File: src/rtl/div_pkg.sv
package div_pkg;
  typedef enum logic [1:0] {
    EDGE_RISE  = 2'b00,
    EDGE_FALL  = 2'b01,
    EDGE_BOTH  = 2'b10,
    EDGE_BOTH2 = 2'b11
  } edge_sel_e;

  function automatic logic edge_hit(input logic cur, input logic prv, input logic [1:0] sel);
    logic hit;
    case (sel)
      EDGE_RISE: hit = cur & ~prv;
      EDGE_FALL: hit = ~cur & prv;
      default:   hit = cur ^ prv;
    endcase
    return hit;
  endfunction
endpackage

File: src/rtl/div_in_sync.sv
module div_in_sync #(
  parameter int SYNC_STAGES = 2
) (
  input  logic       clk,
  input  logic       rst_n,
  input  logic       raw_i,
  input  logic [1:0] sel_i,
  output logic       stb_o
);
  import div_pkg::*;
  logic [SYNC_STAGES-1:0] chain_q;
  logic                   prev_q;

  generate
    for (genvar g = 0; g < SYNC_STAGES; g++) begin : g_stage
      if (g == 0) begin : g_first
        always_ff @(posedge clk or negedge rst_n)
          if (!rst_n) chain_q[g] <= 1'b0;
          else        chain_q[g] <= raw_i;
      end else begin : g_next
        always_ff @(posedge clk or negedge rst_n)
          if (!rst_n) chain_q[g] <= 1'b0;
          else        chain_q[g] <= chain_q[g-1];
      end
    end
  endgenerate

  always_ff @(posedge clk or negedge rst_n)
    if (!rst_n) prev_q <= 1'b0;
    else        prev_q <= chain_q[SYNC_STAGES-1];

  assign stb_o = edge_hit(chain_q[SYNC_STAGES-1], prev_q, sel_i);
endmodule

File: src/rtl/div_reload_reg.sv
module div_reload_reg #(
  parameter int W = 16
) (
  input  logic         clk,
  input  logic         rst_n,
  input  logic         wr_i,
  input  logic [W-1:0] wdata_i,
  output logic [W-1:0] val_o
);
  always_ff @(posedge clk or negedge rst_n)
    if (!rst_n)    val_o <= '0;
    else if (wr_i) val_o <= wdata_i;
endmodule

File: src/rtl/div_count_ctrl.sv
module div_count_ctrl #(
  parameter int W = 16
) (
  input  logic         clk,
  input  logic         rst_n,
  input  logic         start_i,
  input  logic         stop_i,
  input  logic         mode_i,
  input  logic         stb_i,
  input  logic [W-1:0] reload_i,
  output logic         fire_o,
  output logic         run_o,
  output logic         prime_o,
  output logic [W-1:0] cnt_o
);
  logic act;
  assign act    = run_o && stb_i && !start_i && !stop_i;
  assign fire_o = act && (prime_o ? mode_i : (cnt_o == '0));

  always_ff @(posedge clk or negedge rst_n)
    if (!rst_n) begin
      run_o   <= 1'b0;
      prime_o <= 1'b0;
      cnt_o   <= '0;
    end else if (stop_i) begin
      run_o <= 1'b0;
    end else if (start_i) begin
      run_o   <= 1'b1;
      prime_o <= 1'b1;
    end else if (act) begin
      if (prime_o) begin
        prime_o <= 1'b0;
        cnt_o   <= reload_i;
      end else if (cnt_o == '0) begin
        cnt_o <= reload_i;
      end else begin
        cnt_o <= cnt_o - 1'b1;
      end
    end
endmodule

File: src/rtl/div_out_stage.sv
module div_out_stage (
  input  logic clk,
  input  logic rst_n,
  input  logic fire_i,
  output logic out_o,
  output logic irq_o
);
  always_ff @(posedge clk or negedge rst_n)
    if (!rst_n) begin
      out_o <= 1'b0;
      irq_o <= 1'b0;
    end else begin
      irq_o <= fire_i;
      if (fire_i) out_o <= ~out_o;
    end
endmodule

File: src/rtl/edge_freq_divider.sv
module edge_freq_divider #(
  parameter int CNT_W       = 16,
  parameter int SYNC_STAGES = 2
) (
  input  logic             clk,
  input  logic             rst_n,
  input  logic             start_i,
  input  logic             stop_i,
  input  logic [1:0]       edge_sel_i,
  input  logic             start_mode_i,
  input  logic             rld_wr_i,
  input  logic [CNT_W-1:0] rld_wdata_i,
  input  logic             ext_in_i,
  output logic             div_out_o,
  output logic             irq_o
);
  logic             edge_stb;
  logic             fire;
  logic             run_q;
  logic             prime_q;
  logic [CNT_W-1:0] cnt_q;
  logic [CNT_W-1:0] reload_q;

  div_in_sync #(.SYNC_STAGES(SYNC_STAGES)) u_sync (
    .clk(clk), .rst_n(rst_n), .raw_i(ext_in_i), .sel_i(edge_sel_i), .stb_o(edge_stb));

  div_reload_reg #(.W(CNT_W)) u_rld (
    .clk(clk), .rst_n(rst_n), .wr_i(rld_wr_i), .wdata_i(rld_wdata_i), .val_o(reload_q));

  div_count_ctrl #(.W(CNT_W)) u_ctrl (
    .clk(clk), .rst_n(rst_n), .start_i(start_i), .stop_i(stop_i), .mode_i(start_mode_i),
    .stb_i(edge_stb), .reload_i(reload_q), .fire_o(fire), .run_o(run_q),
    .prime_o(prime_q), .cnt_o(cnt_q));

  div_out_stage u_out (
    .clk(clk), .rst_n(rst_n), .fire_i(fire), .out_o(div_out_o), .irq_o(irq_o));
endmodule

File: config.mk
export PLATFORM = sky130hd
export DESIGN_NAME = edge_freq_divider
export DESIGN_NICKNAME = d
export VERILOG_FILES = /design/src/rtl/div_pkg.sv /design/src/rtl/div_in_sync.sv /design/src/rtl/div_reload_reg.sv /design/src/rtl/div_count_ctrl.sv /design/src/rtl/div_out_stage.sv /design/src/rtl/edge_freq_divider.sv
export SDC_FILE = /design/constraint.sdc
export NUM_CORES = 1
export LEC_CHECK = 0
export ABC_AREA = 1
export BUFFER_PORTS_ARGS = -buffer_cell sky130_fd_sc_hd__buf_2
export CAP_MARGIN = 40
export CORE_MARGIN = 2
export CORE_UTILIZATION = 55
export CTS_BUF_LIST = sky130_fd_sc_hd__clkbuf_8
export DETAILED_ROUTE_END_ITERATION = 16
export GPL_TIMING_DRIVEN = 0
export HOLD_SLACK_MARGIN = 0.15
export PLACE_DENSITY_LB_ADDON = 0.2
export SLEW_MARGIN = 20
export SYNTH_ARGS = -nofsm -noshare
export SYNTH_HDL_FRONTEND = slang
export SYNTH_SLANG_ARGS = --single-unit
File: constraint.sdc
create_clock -name clk -period 2.21 [get_ports clk]
set_clock_uncertainty 0.2 [all_clocks]
set_input_delay 0.221 -clock clk [delete_from_list [all_inputs] [get_ports clk]]
set_output_delay 0.221 -clock clk [all_outputs]
set_load 0.02 [all_outputs]
== Yosys cells after proc, flatten, opt, wreduce, memory -nomap -nowiden ==
Index checks and enable logic that the tools add are counted.
Cells by class
  add/subtract/negate cells: 1
  equal/unequal tests: 1
  mux-type cells: 8
  bitwise operators: 8
  reduce and logical (&&, ||, !) cells: 12
Operators with widths (number)
  $mux W16: 2
  $logic_not A16 Y1: 1
  $sub A16 B1 Y16 const B: 1
  $mux W1: 5
  $not A1 Y1: 5
  $logic_and A1 B1 Y1: 4
  $reduce_bool A2 Y1: 2
  $reduce_and A3 Y1: 1
  $and A1 B1 Y1: 2
  $eq A2 B1 Y1 const B: 1
  $logic_not A1 Y1: 2
  $logic_not A2 Y1: 1
  $pmux W1 S2: 1
  $reduce_and A2 Y1: 1
  $xor A1 B1 Y1: 1
Word-level totals
  bits in registers: 39
  bits of input ports: 25
  output and inout bits: 2
  logic and storage cells: 39

== Longest topological paths before layout ==
  depth after elaboration: 8
  gate-level depth with buffers: 12
  depth with buffers taken out: 12

== Hierarchy ==
Synthesis repeated with hierarchy kept, for this count alone.
Unflattened totals
  cell total of the unflattened synthesis: 314
  area total of the unflattened synthesis: 2213.4 sq um
By module, submodules not included
  div_count_ctrl: times used 1, cells an instance 225, area an instance 1363.8 sq um, sequential area each 450.4 sq um
  div_reload_reg: times used 1, cells an instance 68, area an instance 644.4 sq um, sequential area each 400.4 sq um
  div_in_sync: times used 1, cells an instance 14, area an instance 136.4 sq um, sequential area each 75.1 sq um
  div_out_stage: times used 1, cells an instance 7, area an instance 68.8 sq um, sequential area each 50.0 sq um

== Worst setup path after synthesis ==
No wires, ideal clock.
  kind: flip-flop to flip-flop
  start point: reg u_ctrl.cnt_o[0]
  end point: reg u_ctrl.cnt_o[8]
  arrival: 1.378 ns
  required time: 1.893 ns
  path slack: 0.514 ns
  cell stages (with the launch flop): 13
  buffers on the path: 1
  cell sequence: dfrtp_1 > inv_1 > ha_1 > inv_1 > nor2_1 > nand2_1 > nor2_1 > nand2_4 > nand2_4 > buf_8 > nand2_4 > nand3_1 > nand2_1
On the way
  word-level cells in the longest chain between the ends: 3
RTL lines
  start: declaration: line div_count_ctrl.sv:14  | output logic [W-1:0] cnt_o
  start signal: assignment: line div_count_ctrl.sv:33  | cnt_o <= reload_i;
  start signal: assignment: line div_count_ctrl.sv:35  | cnt_o <= reload_i;
  start signal: assignment: line div_count_ctrl.sv:37  | cnt_o <= cnt_o - 1'b1;
  $sub A16 B1 Y16 / $logic_not A16 Y1 (equally long branches): line div_count_ctrl.sv:37, div_count_ctrl.sv:34
  $mux W16 *: line div_count_ctrl.sv:34  | end else if (cnt_o == '0) begin
  $mux W16 *: line div_count_ctrl.sv:31  | if (prime_o) begin
Every way passes the cells marked *; elsewhere a longest branch is shown, timed or not.
A chain may end at the register's enable or synchronous reset.

== Worst setup path after layout ==
  start point: in stop_i
  end point: reg u_ctrl.cnt_o[7]
On the way
  word-level cells in the longest chain between the ends: 3
RTL lines
  start: declaration: line edge_freq_divider.sv:8  | input logic stop_i,
  $logic_not A1 Y1: line div_count_ctrl.sv:17  | assign act = run_o && stb_i && !start_i && !stop_i;
  $logic_and A1 B1 Y1: line div_count_ctrl.sv:17
  $reduce_and A3 Y1 (no line) *
Marks and branches as above.

==> Implementation_results.wiki <==
{| class="wikitable"
! Metric !! Value
|-
| Run status || finished, final reports clean
|-
| Post-route met1 wirelength || 2240 um
|-
| Number of buffers and inverters on the critical path || 4
|-
| CP Data Arrival Time || 1.92 ns
|-
| Synthesis-to-finish area growth || 25.8%
|-
| TritonCTS buffer count || 5
|-
| Most used flip-flop cell after synthesis || sky130_fd_sc_hd__dfrtp_1
|-
| Placer congestion estimate || 0.834
|-
| Cell at the root of the clock tree || sky130_fd_sc_hd__clkbuf_8
|-
| Leading cell types in the layout, fill and taps excluded || sky130_fd_sc_hd__nand2_1 (82), sky130_fd_sc_hd__dfrtp_1 (39), sky130_fd_sc_hd__nand3_1 (37), sky130_fd_sc_hd__inv_1 (29), sky130_fd_sc_hd__buf_2 (26)
|-
| Number of sinks handled by clock tree synthesis || 39
|-
| Worst path cell trace || dlygate4sd3_1, buf_2, nor2_2, nand2_1, a21oi_2, nand2_2, clkinv_4, buf_6, nand3_1, nand3_2, nand2_1
|-
| Clock edge transition at the registers on the reported setup and hold paths || 0.08 ns
|-
| Unrepaired setup endpoints after global routing || false
|-
| Clk Latency, worst-skew pair || 0.30 ns
|-
| GRT Total Usage || 27.4%
|-
| # diodes || 0
|-
| Die boundary height || 66.5 um
|-
| Power Density || 848 nW/um2
|-
| Most frequent cell on the critical path || sky130_fd_sc_hd__nand2_1
|-
| Worst Setup Path Type || primary input to flop
|-
| Worst hold-check path type || primary input to asynchronous set/reset pin
|-
| Overflow after GRT || 0
|-
| Largest net degree at the start of global routing || 27
|-
| H-tree levels || 2
|-
| Number of warnings issued by yosys || 0
|-
| Crit path max fanout || 10
|-
| Via count || 1996
|-
| Pin slew with the least headroom to its limit || 0.452 ns
|-
| Cell count after synthesis || 275
|-
| Critical Path Source || stop_i
|-
| Cell area after technology mapping || 2150 um2
|-
| Final layout net count || 360
|-
| Die width || 66.5 um
|-
| Number of optimization iterations in the first detailed-route pass || 4
|-
| Crit path max-delay cell type || sky130_fd_sc_hd__dlygate4sd3_1
|-
| Starting DRC count in detailed routing || 105
|-
| Reg-to-reg critical path startpoint || u_ctrl.cnt_o[0]$_DFFE_PN0P_
|-
| Reg-to-reg endpoint || u_ctrl.cnt_o[8]$_DFFE_PN0P_
|-
| Worst R2R Setup Slack || 0.32 ns
|-
| Total Power Consumption || 2.29 mW
|-
| Total setup violations reported at the end of the flow || 0
|-
| Proportion of layout cells with a drive suffix above 1 || 19.3%
|-
| Post-Syn Area per Cell || 7.81 um2
|-
| CTS tree || yes
|-
| Starting Density || 57.8%
|-
| Number of enable-type register cells in the synthesized netlist || 0
|-
| Clock Path Buffers || 2
|-
| Number of hold violations in the final report || 0
|-
| CP startpoint kind || primary input
|-
| Stage delay of the slowest cell on the critical path || 0.53 ns
|-
| Cell variety after synth || 29
|-
| Global-route wire length before repair || 9050 um
|-
| Required time at the worst-slack endpoint || 2.20 ns
|-
| Via/cell ratio || 5.25
|-
| Number of core rows || 22
|-
| Post-detailed-placement half-perimeter wirelength || 3580 um
|-
| Post-CTS repair timing setup buffer count || 0
|-
| DRT antenna net count || 0
|-
| Number of cells on the worst reg-to-reg path || 12
|-
| Top sig layer || met4
|-
| Met3 wire length || 265 um
|-
| Placeable core region || 3720 um2
|-
| DRC violations left || 0
|-
| Most common cell after layout, fill and taps aside || sky130_fd_sc_hd__nand2_1
|-
| Antenna violations before repair || 0
|-
| Normalized max-slew margin || 69.9%
|-
| Met2 Wirelength || 2610 um
|-
| P_leak || 1.36 nW
|-
| Kind of cell adding the most delay to the critical path || buffers and inverters
|-
| Synthesized flop and latch total || 39
|-
| Share of the clock period used by the worst path after layout || 87.3%
|-
| Share of the yosys chip area belonging to registers || 45.5%
|-
| Final Routed Wirelength || 5210 um
|-
| Fmax || 519 MHz
|-
| Sum of negative setup slack || 0 ns
|-
| Post-Syn Nets || 304
|-
| Wire per inst || 13.7 um
|-
| Element type at the critical path end || flop
|-
| Clock period minus final worst setup slack || 1.93 ns
|-
| Final cell utilization of the core || 72.7%
|-
| Worst-case vdd ir drop || 0.562 mV
|-
| Max-slew violation count || 0
|-
| Count of buffers from port buffering || 25
|-
| Max-Cap Viols || 0
|-
| Number of global-route vias before repair || 2081
|-
| Area of the die || 4420 um2
|-
| Boundary pin count || 27
|-
| Share of synthesized flip-flops with an asynchronous set or reset || 100%
|}
[metrics by stage]
step           area [um2]  setup WS [ns]  std cells  hold WS, ns
6_report             2700          0.281        380        0.147
5_1_grt              2700          0.110        380        0.190
4_1_cts              2700          0.281        380        0.158
3_5_place_dp         2350          0.334        349      -0.0544
3_3_place_gp         2330          0.377        348        0.129
2_1_floorplan        2150          0.514        275       -0.275
[how the worst max path moves through the flow]
| stage | slack (ns) | to | cells past startpoint |
|---|---|---|---|
| 2_1_floorplan | 0.51 | u_ctrl.cnt_o[8]$_DFFE_PN0P_ | 12 |
| 3_3_place_gp | 0.38 | u_ctrl.cnt_o[8]$_DFFE_PN0P_ | 12 |
| 3_5_place_dp | 0.33 | u_ctrl.cnt_o[8]$_DFFE_PN0P_ | 12 |
| 4_1_cts | 0.28 | u_ctrl.cnt_o[7]$_DFFE_PN0P_ | 11 |
| 5_1_grt | 0.11 | u_ctrl.cnt_o[8]$_DFFE_PN0P_ | 12 |
| 6_report | 0.28 | u_ctrl.cnt_o[7]$_DFFE_PN0P_ | 11 |
[timing repair]
action / 4_1_cts / 5_1_grt
setup endpoints to repair: 0 / 0
hold buffers: 23 / 0
endpoints found under the hold margin: 61 / 0
gates resized for setup: 0 / 0
[state kept, by name, summed over array words and instances (netlist names)]
name	cells
u_out.irq_o	1
u_sync.prev_q	1
u_sync.chain_q	2
u_ctrl.prime_o	1
u_ctrl.cnt_o	16
u_out.out_o	1
u_ctrl.run_o	1
u_rld.val_o	16
[cell type report]
| cell class | count | area, um2 |
|---|---|---|
| buffer | 8 | 61.3 |
| inverter | 34 | 133 |
| fill | 301 | 1020 |
| multi-input combinational | 194 | 977 |
| timing repair buffer | 49 | 375 |
| tap | 48 | 60.1 |
| sequential | 39 | 976 |
| clock inverter | 2 | 35.0 |
| clock buffer | 6 | 82.6 |
[cell usage after synthesis (3+ instances only)]
cell type / count / area [um2]
sky130_fd_sc_hd__o21ai_0: 15 / 75.1
sky130_fd_sc_hd__nor2_2: 4 / 25.0
sky130_fd_sc_hd__nand2_1: 82 / 308
sky130_fd_sc_hd__dfrtp_1: 39 / 976
sky130_fd_sc_hd__nor2_1: 20 / 75.1
sky130_fd_sc_hd__inv_2: 4 / 15.0
sky130_fd_sc_hd__clkbuf_1: 3 / 11.3
sky130_fd_sc_hd__inv_1: 29 / 109
sky130_fd_sc_hd__nand2_4: 3 / 33.8
sky130_fd_sc_hd__nand3b_1: 4 / 30.0
sky130_fd_sc_hd__nand3_1: 37 / 185
sky130_fd_sc_hd__nand3_2: 3 / 30.0
sky130_fd_sc_hd__nand4_1: 4 / 25.0
sky130_fd_sc_hd__a21oi_1: 3 / 15.0
sky130_fd_sc_hd__ha_1: 4 / 50.1
sky130_fd_sc_hd__mux2_2: 3 / 33.8
sky130_fd_sc_hd__a21oi_2: 4 / 35.0
[cell families (layout without fill, tap and decap cells)]
| family | Yosys count | in the layout | share of synthesized area (%) |
|---|---|---|---|
| mux | 3 | 3 | 1.57 |
| buf+inv | 42 | 99 | 9.03 |
| fa+ha+maj | 4 | 4 | 2.33 |
| xor+xnor | 1 | 1 | 0.408 |
| simple gates | 160 | 160 | 34.3 |
| flops | 39 | 39 | 45.5 |
| compound gates | 26 | 26 | 6.93 |
[routing by layer]
metal,track usage (%),up-vias
met2,48.1,57
li1,-,985
met5,0,-
met3,5.07,11
met1,33.1,943
met4,11.0,0
[report_power, final]
group	total, mW	switching [mW]	internal [mW]
Combinational	0.696	0.436	0.260
Clock	0.623	0.258	0.365
Sequential	0.970	0.124	0.846
Power figures use the tool's default switching activity.
